--- config.mk ---
export PLATFORM = sky130hd
export DESIGN_NAME = clkcfg_top
export DESIGN_NICKNAME = d
export VERILOG_FILES = /design/src/rtl/clkcfg_pkg.sv /design/src/rtl/clkcfg_ctrl.sv /design/src/rtl/clkcfg_datapath.sv /design/src/rtl/clkcfg_top.sv
export SDC_FILE = /design/constraint.sdc
export NUM_CORES = 1
export LEC_CHECK = 0
export BUFFER_PORTS_ARGS = -buffer_cell sky130_fd_sc_hd__clkbuf_2
export CAP_MARGIN = 40
export CORE_UTILIZATION = 45
export DETAILED_ROUTE_END_ITERATION = 8
export PLACE_DENSITY_LB_ADDON = 0.25
export SYNTH_ARGS = -nofsm -noshare
export SYNTH_HDL_FRONTEND = slang
export SYNTH_HIERARCHICAL = 1
export SYNTH_SLANG_ARGS = --single-unit
--- constraint.sdc ---
create_clock -name clk -period 1.8 [get_ports clk]
set_clock_uncertainty 0.1 [all_clocks]
set_input_delay 0.27 -clock clk [delete_from_list [all_inputs] [get_ports clk]]
set_output_delay 0.27 -clock clk [all_outputs]
set_load 0.02 [all_outputs]
--- src/rtl/clkcfg_pkg.sv ---
package clkcfg_pkg;
  localparam int REG_DATA_W = 16;
  localparam int REG_ADDR_W = 2;

  typedef enum logic [REG_ADDR_W-1:0] {
    ADDR_SRC = 2'd0,
    ADDR_PLL = 2'd1,
    ADDR_DIV = 2'd2,
    ADDR_KEY = 2'd3
  } regAddr_e;

  typedef struct packed {
    logic wrSrc;
    logic wrPll;
    logic wrDiv;
    logic unlocked;
  } ctrlStrobe_t;
endpackage

--- src/rtl/clkcfg_ctrl.sv ---
module clkcfg_ctrl
  import clkcfg_pkg::*;
#(
  parameter int DATA_W = REG_DATA_W,
  parameter int ADDR_W = REG_ADDR_W,
  parameter logic [DATA_W-1:0] UNLOCK_KEY = 16'h0096
) (
  input  logic              clk,
  input  logic              rstN,
  input  logic              busSel,
  input  logic              busWr,
  input  logic [ADDR_W-1:0] busAddr,
  input  logic [DATA_W-1:0] busWdata,
  output ctrlStrobe_t       stb
);
  logic unlockQ;
  logic wrEn;
  logic keyHit;

  assign wrEn   = busSel && busWr;
  assign keyHit = (busWdata == UNLOCK_KEY);

  always_ff @(posedge clk or negedge rstN) begin
    if (!rstN) begin
      unlockQ <= 1'b0;
    end else if (wrEn && busAddr == ADDR_KEY) begin
      unlockQ <= keyHit;
    end
  end

  always_comb begin
    stb          = '0;
    stb.unlocked = unlockQ;
    if (wrEn && unlockQ) begin
      stb.wrSrc = (busAddr == ADDR_SRC);
      stb.wrPll = (busAddr == ADDR_PLL);
      stb.wrDiv = (busAddr == ADDR_DIV);
    end
  end

  AST_KEY_OPENS: assert property (@(posedge clk) disable iff (!rstN)
    (busSel && busWr && busAddr == ADDR_KEY && busWdata == UNLOCK_KEY) |=> stb.unlocked)
    else $error("key write did not open bank");

  AST_OTHER_CLOSES: assert property (@(posedge clk) disable iff (!rstN)
    (busSel && busWr && busAddr == ADDR_KEY && busWdata != UNLOCK_KEY) |=> !stb.unlocked)
    else $error("non-key write did not close bank");
endmodule

--- src/rtl/clkcfg_datapath.sv ---
module clkcfg_datapath
  import clkcfg_pkg::*;
#(
  parameter int DATA_W = REG_DATA_W,
  parameter int ADDR_W = REG_ADDR_W,
  parameter int FIELD_W = 4,
  parameter logic [1:0]         W_RST   = 2'b01,
  parameter logic [FIELD_W-1:0] RES_RST = 4'b1000,
  parameter logic [FIELD_W-1:0] VCO_RST = 4'b0001
) (
  input  logic               clk,
  input  logic               rstN,
  input  ctrlStrobe_t        stb,
  input  logic [DATA_W-1:0]  wrData,
  input  logic [ADDR_W-1:0]  rdAddr,
  output logic [DATA_W-1:0]  rdData,
  output logic               hsOscEn,
  output logic               lsOscEn,
  output logic [1:0]         srcSel,
  output logic               srcIsPll,
  output logic               pllPwr,
  output logic [FIELD_W-1:0] pllMultCode,
  output logic [FIELD_W:0]   pllFactor,
  output logic [1:0]         pllWCode,
  output logic [3:0]         pllWValue,
  output logic [FIELD_W-1:0] pllResCode,
  output logic [FIELD_W-1:0] pllVcoCode,
  output logic [FIELD_W-1:0] mainDivCode,
  output logic [FIELD_W-1:0] modDivCode
);
  localparam logic [1:0] SRC_PLL = 2'b11;

  logic               hsQ, lsQ;
  logic [1:0]         selQ;
  logic               pwrQ;
  logic [1:0]         wQ;
  logic [FIELD_W-1:0] multQ, resQ, vcoQ, mainQ, modQ;
  logic [1:0]         wIn;

  assign wIn = wrData[3:2];

  always_ff @(posedge clk or negedge rstN) begin
    if (!rstN) begin
      hsQ  <= 1'b1;
      lsQ  <= 1'b1;
      selQ <= 2'b00;
    end else if (stb.wrSrc) begin
      hsQ  <= wrData[0];
      lsQ  <= wrData[1];
      selQ <= wrData[3:2];
    end
  end

  always_ff @(posedge clk or negedge rstN) begin
    if (!rstN) begin
      pwrQ  <= 1'b0;
      wQ    <= W_RST;
      multQ <= '0;
      resQ  <= RES_RST;
      vcoQ  <= VCO_RST;
    end else if (stb.wrPll) begin
      pwrQ  <= wrData[0];
      multQ <= wrData[7:4];
      resQ  <= wrData[11:8];
      vcoQ  <= wrData[15:12];
      if (wIn != 2'b00) wQ <= wIn;
    end
  end

  always_ff @(posedge clk or negedge rstN) begin
    if (!rstN) begin
      mainQ <= '0;
      modQ  <= '0;
    end else if (stb.wrDiv) begin
      mainQ <= wrData[3:0];
      modQ  <= wrData[7:4];
    end
  end

  always_comb begin
    rdData = '0;
    unique case (rdAddr)
      ADDR_SRC: rdData[3:0] = {selQ, lsQ, hsQ};
      ADDR_PLL: rdData = {vcoQ, resQ, multQ, wQ, 1'b0, pwrQ};
      ADDR_DIV: rdData[7:0] = {modQ, mainQ};
      default:  rdData[0] = stb.unlocked;
    endcase
  end

  assign hsOscEn     = hsQ;
  assign lsOscEn     = lsQ;
  assign srcSel      = selQ;
  assign srcIsPll    = (selQ == SRC_PLL);
  assign pllPwr      = pwrQ;
  assign pllMultCode = multQ;
  assign pllFactor   = {1'b0, multQ} + 1'b1;
  assign pllWCode    = wQ;
  assign pllWValue   = 4'd1 << wQ;
  assign pllResCode  = resQ;
  assign pllVcoCode  = vcoQ;
  assign mainDivCode = mainQ;
  assign modDivCode  = modQ;

  AST_W_NEVER_ZERO: assert property (@(posedge clk) disable iff (!rstN)
    pllWCode != 2'b00)
    else $error("W code zero stored");

  AST_ZERO_W_KEEPS: assert property (@(posedge clk) disable iff (!rstN)
    (stb.wrPll && wrData[3:2] == 2'b00) |=> $stable(pllWCode))
    else $error("zero W write changed W");
endmodule

--- src/rtl/clkcfg_top.sv ---
module clkcfg_top
  import clkcfg_pkg::*;
#(
  parameter int DATA_W = REG_DATA_W,
  parameter int ADDR_W = REG_ADDR_W,
  parameter int FIELD_W = 4
) (
  input  logic               clk,
  input  logic               rstN,
  input  logic               busSel,
  input  logic               busWr,
  input  logic [ADDR_W-1:0]  busAddr,
  input  logic [DATA_W-1:0]  busWdata,
  output logic [DATA_W-1:0]  busRdata,
  output logic               hsOscEn,
  output logic               lsOscEn,
  output logic [1:0]         srcSel,
  output logic               srcIsPll,
  output logic               pllPwr,
  output logic [FIELD_W-1:0] pllMultCode,
  output logic [FIELD_W:0]   pllFactor,
  output logic [1:0]         pllWCode,
  output logic [3:0]         pllWValue,
  output logic [FIELD_W-1:0] pllResCode,
  output logic [FIELD_W-1:0] pllVcoCode,
  output logic [FIELD_W-1:0] mainDivCode,
  output logic [FIELD_W-1:0] modDivCode
);
  ctrlStrobe_t stb;

  clkcfg_ctrl #(.DATA_W(DATA_W), .ADDR_W(ADDR_W)) uCtrl (
    .clk(clk), .rstN(rstN), .busSel(busSel), .busWr(busWr),
    .busAddr(busAddr), .busWdata(busWdata), .stb(stb)
  );

  clkcfg_datapath #(.DATA_W(DATA_W), .ADDR_W(ADDR_W), .FIELD_W(FIELD_W)) uData (
    .clk(clk), .rstN(rstN), .stb(stb), .wrData(busWdata), .rdAddr(busAddr),
    .rdData(busRdata), .hsOscEn(hsOscEn), .lsOscEn(lsOscEn), .srcSel(srcSel),
    .srcIsPll(srcIsPll), .pllPwr(pllPwr), .pllMultCode(pllMultCode),
    .pllFactor(pllFactor), .pllWCode(pllWCode), .pllWValue(pllWValue),
    .pllResCode(pllResCode), .pllVcoCode(pllVcoCode),
    .mainDivCode(mainDivCode), .modDivCode(modDivCode)
  );

  AST_CLOSED_PLL_HOLD: assert property (@(posedge clk) disable iff (!rstN)
    (busSel && busWr && busAddr == ADDR_PLL && !stb.unlocked)
      |=> ($stable(pllMultCode) && $stable(pllPwr) && $stable(pllVcoCode) && $stable(pllResCode)))
    else $error("closed PLL write took effect");

  AST_CLOSED_DIV_HOLD: assert property (@(posedge clk) disable iff (!rstN)
    (busSel && busWr && busAddr == ADDR_DIV && !stb.unlocked)
      |=> ($stable(mainDivCode) && $stable(modDivCode)))
    else $error("closed divider write took effect");

  AST_CLOSED_SRC_HOLD: assert property (@(posedge clk) disable iff (!rstN)
    (busSel && busWr && busAddr == ADDR_SRC && !stb.unlocked)
      |=> ($stable(srcSel) && $stable(hsOscEn) && $stable(lsOscEn)))
    else $error("closed source write took effect");
endmodule

; ---- Word-level counts from Yosys, hierarchy flattened
; Cells that the tools add are included.
[totals]
register_bits = 28
input_bits = 22
output_inout_bits = 53
word_cells = 29
[classes]
addsub = 1
eq_ne = 5
shift = 1
mux = 5
reduce_logical = 6
[ops]
columns = operator, n
row1 = 16-bit by 8-bit == test with 1-bit output (second input constant), 1
row2 = 3-bit case mux with 3 select lines, 1
row3 = 8-bit 2-to-1 mux, 1
row4 = 4-bit case mux with 2 select lines, 1
row5 = 2-bit == test (second input constant), 3
row6 = 4-bit by 1-bit adder with 5-bit output (second input constant), 1
row7 = 1-bit by 2-bit << shifter with 4-bit output (first input constant), 1
row8 = 1-bit logical AND, 3
row9 = 3-bit 2-to-1 mux, 1
row10 = 1-bit case mux with 3 select lines, 1
row11 = 2-bit by 1-bit == test with 1-bit output (second input constant), 1
row12 = 2-bit zero test, 1
row13 = 2-bit AND reduction, 1
row14 = 2-bit nonzero test, 1

; ---- Longest topological paths before layout
[depth]
ltp_word = 4
depth_mapped = 6
depth_no_buf = 4

; ---- Hierarchy
; Netlist, hierarchy kept.
[by_module_without_submodules]
columns = module, instances, cells_each, area_each_um2, seq_area_each_um2
row1 = clkcfg_datapath, 1, 104, 1353.8, 681.9
row2 = clkcfg_ctrl, 1, 14, 128.9, 25.0

; ---- Least setup slack after synthesis
; No wires, ideal clock.
[synth_path]
path_type = input to output
from = input port busAddr[0]
to = output port busRdata[0]
t_arrival_ps = 1140
t_required_ps = 1430
path_slack_ps = 290
path_stages = 5
path_buffers = 1
path_cell_list = inv_1 -> ha_1 -> clkbuf_2 -> a222oi_1 -> mux2i_1
[synth_via]
elab_chain_cells = 2
word_cells_on_any_way = 4
classes_between = 2 x eq/ne / 1 x mux / 1 x reduce/logical
[synth_lines]
columns = item, line_no
row1 = from (decl), clkcfg_top.sv:12  ; input logic [ADDR_W-1:0] busAddr,
row2 = "2-bit == test, or another cell as far along", clkcfg_datapath.sv:82  ; unique case (rdAddr)
row3 = 1-bit case mux with 3 select lines (*), clkcfg_datapath.sv:82
row4 = to (decl), clkcfg_top.sv:14  ; output logic [DATA_W-1:0] busRdata,
; Every way passes the cells marked *; elsewhere a longest branch is shown, timed or not.

; ---- Final worst setup path
[layout_path]
from = register uData.mainQ[0] (netlist: uData/mainDivCode[0])
to = output port busRdata[0]
[layout_via]
elab_chain_cells = 1
[layout_lines]
columns = item, line_no
row1 = from (decl), clkcfg_datapath.sv:37  ; logic [FIELD_W-1:0] multQ, resQ, vcoQ, mainQ, modQ;
row2 = from (signal assigned), clkcfg_datapath.sv:75  ; mainQ <= wrData[3:0];
row3 = 1-bit case mux with 3 select lines, clkcfg_datapath.sv:82
; No other way between the ends.

==> qor.yml <==
status: "finished clean"
p_total_uw: 979.2
combinationalPowerShare: 0.093
cts.sinks: 28
finalNetCount: 230
cts_tree: "done"
die_x_um: 59.40
hp-class: "in -> reg"
slew_headroom: 0.5447
synth_top_family_by_area: "multiplexers"
internal-power_uw: 755.4
critPathCaptureType: "output port"
start_kind: "flip-flop"
pwr-share-seq: 0.643
synth_edf_count: 0
finalSetupViolations: 0
final-hold-violation-count: 0
fp-row-count: 20
hold_path_end: "uData/pllMultCode[0]"
die_h_um: 59.40
synthDominantCellAreaShare: 0.3882
synth-main-ff-cell: "dfrtp_1"
switching_share: 0.2286
synthDistinctLibCells: 30
synth_area_leader_cell: "dfrtp_1"
drc: 0
min_period_ns: 1.705
fp.coreArea_mm2: 0.003078
routedWlPerCell_um: 13.74
vias: 1257
leakage_uw: 0.001074
tightest_slew_ns: 0.6829
min_path_cells: 3
synthesis.instances: 118
cts_buffers: 3
maxCapViolations: 0
multi_input_area_um2: 716.9
muxShareOfSynthArea: 0.1992
drive_gt1_frac: 0.6535
reg2reg_to: "uData/pllMultCode[3]"
diodes: 0
hpwl_mm: 2.720
clk_path_buf_depth: 2
syn_area_mm2: 0.001483
synthXorXnorAreaFrac: 0.01181
vdd_drop_max_mv: 0.3726
clk_latency_ns: 0.32
start_util: 0.4817
min_from: "busWdata[4]"
pin_count: 75
portBuffers: 74
tns_ns: 0
final-seq-area_um2: 708.2
rsz0062_at_grt: "no"
synthesis.yosys.warnings: 6
synth.area.top_cells: "dfrtp_1 (39%), mux2_2 (15%), dfstp_2 (8.9%), ha_1 (4.2%), and2_2 (4.1%)"
cts_root_buffer: "clkbuf_4"
synth-simple-area-share: 0.1612
grt_overflow: 0
grt_pass1_vias: 1172
ys_seq_elements: 28
synthAdderAreaFrac: 0.04219
power_density_mw_per_mm2: 493.5
grt_max_degree: 29
synth-compound-area-share: 0.06414
r2r_slack_ns: 0.20
cp_max_fo: 3
synth_fp_nets: 145
p_sw_uw: 223.9
drtIter0Drc: 44
via_per_inst: 5.110
crit_type: "reg -> out"
worstPathArrival_ns: 1.34
clockPowerShare: 0.263
cts.htree.levels: 1
grt_pass1_wl_mm: 5.347
nFillCells: 281
syn_area_per_cell_um2: 12.57
clk_pin_slew_ns: 0.14
period_share: 0.9473
ys_seq_area_frac: 0.4768
fmax_ghz: 0.5865
area_growth_syn_to_layout_pct: 33.84
routed_wl_mm: 3.381
async_flop_share: 1.000
drt_pass1_iterations: 4
die-area_mm2: 0.003528
r2r_cells: 4
r2r_start: "uCtrl/unlockQ"
track_usage: 0.2050
hold_ws_ns: 0.09432
antenna_found_initial: 0
antenna_left: 0
drv_slew: 0
cp.required_ns: 1.43
gp_congestion: 0.8462
## power groups by stage
stage          Sequential (µW)  Combinational [µW]  Clock, µW
2_1_floorplan              641                26.9          0
3_3_place_gp               641                86.3          0
3_5_place_dp               641                90.1          0
4_1_cts                    630                92.3        276
5_1_grt                    630                 102        291
6_report                   630                91.4        258
## worst max path at each step
stage	from	endpoint	cells past startpoint
3_3_place_gp	busAddr[1]	busRdata[0]	6
4_1_cts	uData/pllMultCode[0]	pllFactor[2]	3
5_1_grt	uData/mainDivCode[0]	busRdata[0]	3
6_report	uData/mainDivCode[0]	busRdata[0]	3
2_1_floorplan	busAddr[0]	busRdata[0]	5
3_5_place_dp	busAddr[1]	busRdata[0]	6
## sequential cells by signal (all words and copies together), names as in the netlist, 2 cells and up
| signal | count |
|---|---|
| uData/pllVcoCode | 4 |
| uData/pllWCode | 2 |
| uData/mainDivCode | 4 |
| uData/modDivCode | 4 |
| uData/srcSel | 2 |
| uData/pllResCode | 4 |
| uData/pllMultCode | 4 |
## synth_stat cells, types with 2 or more instances
library cell  number
a222oi_1           3
a22o_1             2
a22oi_1            5
and2_1             2
and2_2             8
and4bb_2           2
buf_6              3
dfrtp_1           23
dfstp_2            5
ha_1               5
inv_1              4
mux2_2            20
mux2_4             4
nand2_1            4
nand3_1            2
nand4_1            2
nor2_1             4
nor2b_1            6
nor3b_1            2
nor4_2             2
## layout by cell type, fill, tap and decap left out, drive strengths merged, types with 5 or more instances in the layout
cell type,Yosys,routed
a22oi,5,5
and2,10,10
buf,5,12
clkbuf,1,77
dfrtp,23,23
dfstp,5,5
ha,5,5
mux2,24,24
nor2b,6,6
## repair_timing
action,4_1_cts,5_1_grt
buffers inserted,0,1
hold buffers,1,0
endpoints found under the setup margin,0,2
gates resized for setup,0,3
hold endpoints to repair,23,0
## layer usage
layer	share of wire	vias to the layer above	track usage
met5	0	-	0
li1	-	593	-
met1	0.42	614	0.2618
met3	0.063	2	0.03275
met2	0.51	48	0.3499
met4	0.0059	0	0.07143
## through the flow
step	cell area, µm²	utilization	setup slack, ns	cells
after detailed placement	1937	0.6293	0.06773	240
final	1984	0.6447	0.09492	246
after global routing	1984	0.6447	0.002687	246
after floorplan	1483	-	0.2898	118
after CTS	1973	0.6411	0.04422	245
after global placement	1937	0.6293	0.1307	240
## worst max-delay path, cell delays in order, from the launching register on
cell and delay (ns):
dfrtp_1 0.42, a222oi_1 0.33, mux2i_1 0.11, clkbuf_2 0.16
## cell type report
type	count	area share
well taps	44	0.02774
multi-input cells	80	0.3613
clock buffers	4	0.01324
flip-flops and latches	28	0.3569
repair buffers	86	0.2333
inverters	4	0.007566
## cell families after synthesis
group,count (synthesis)
DFF,28
muxes,25
AOI/OAI and AO/OA,12
buffers and inverters,10
and+or+nand+nor,36
adders and majority gates,5
xor gates and xnor gates,2
Power figures use the tool's default switching activity.
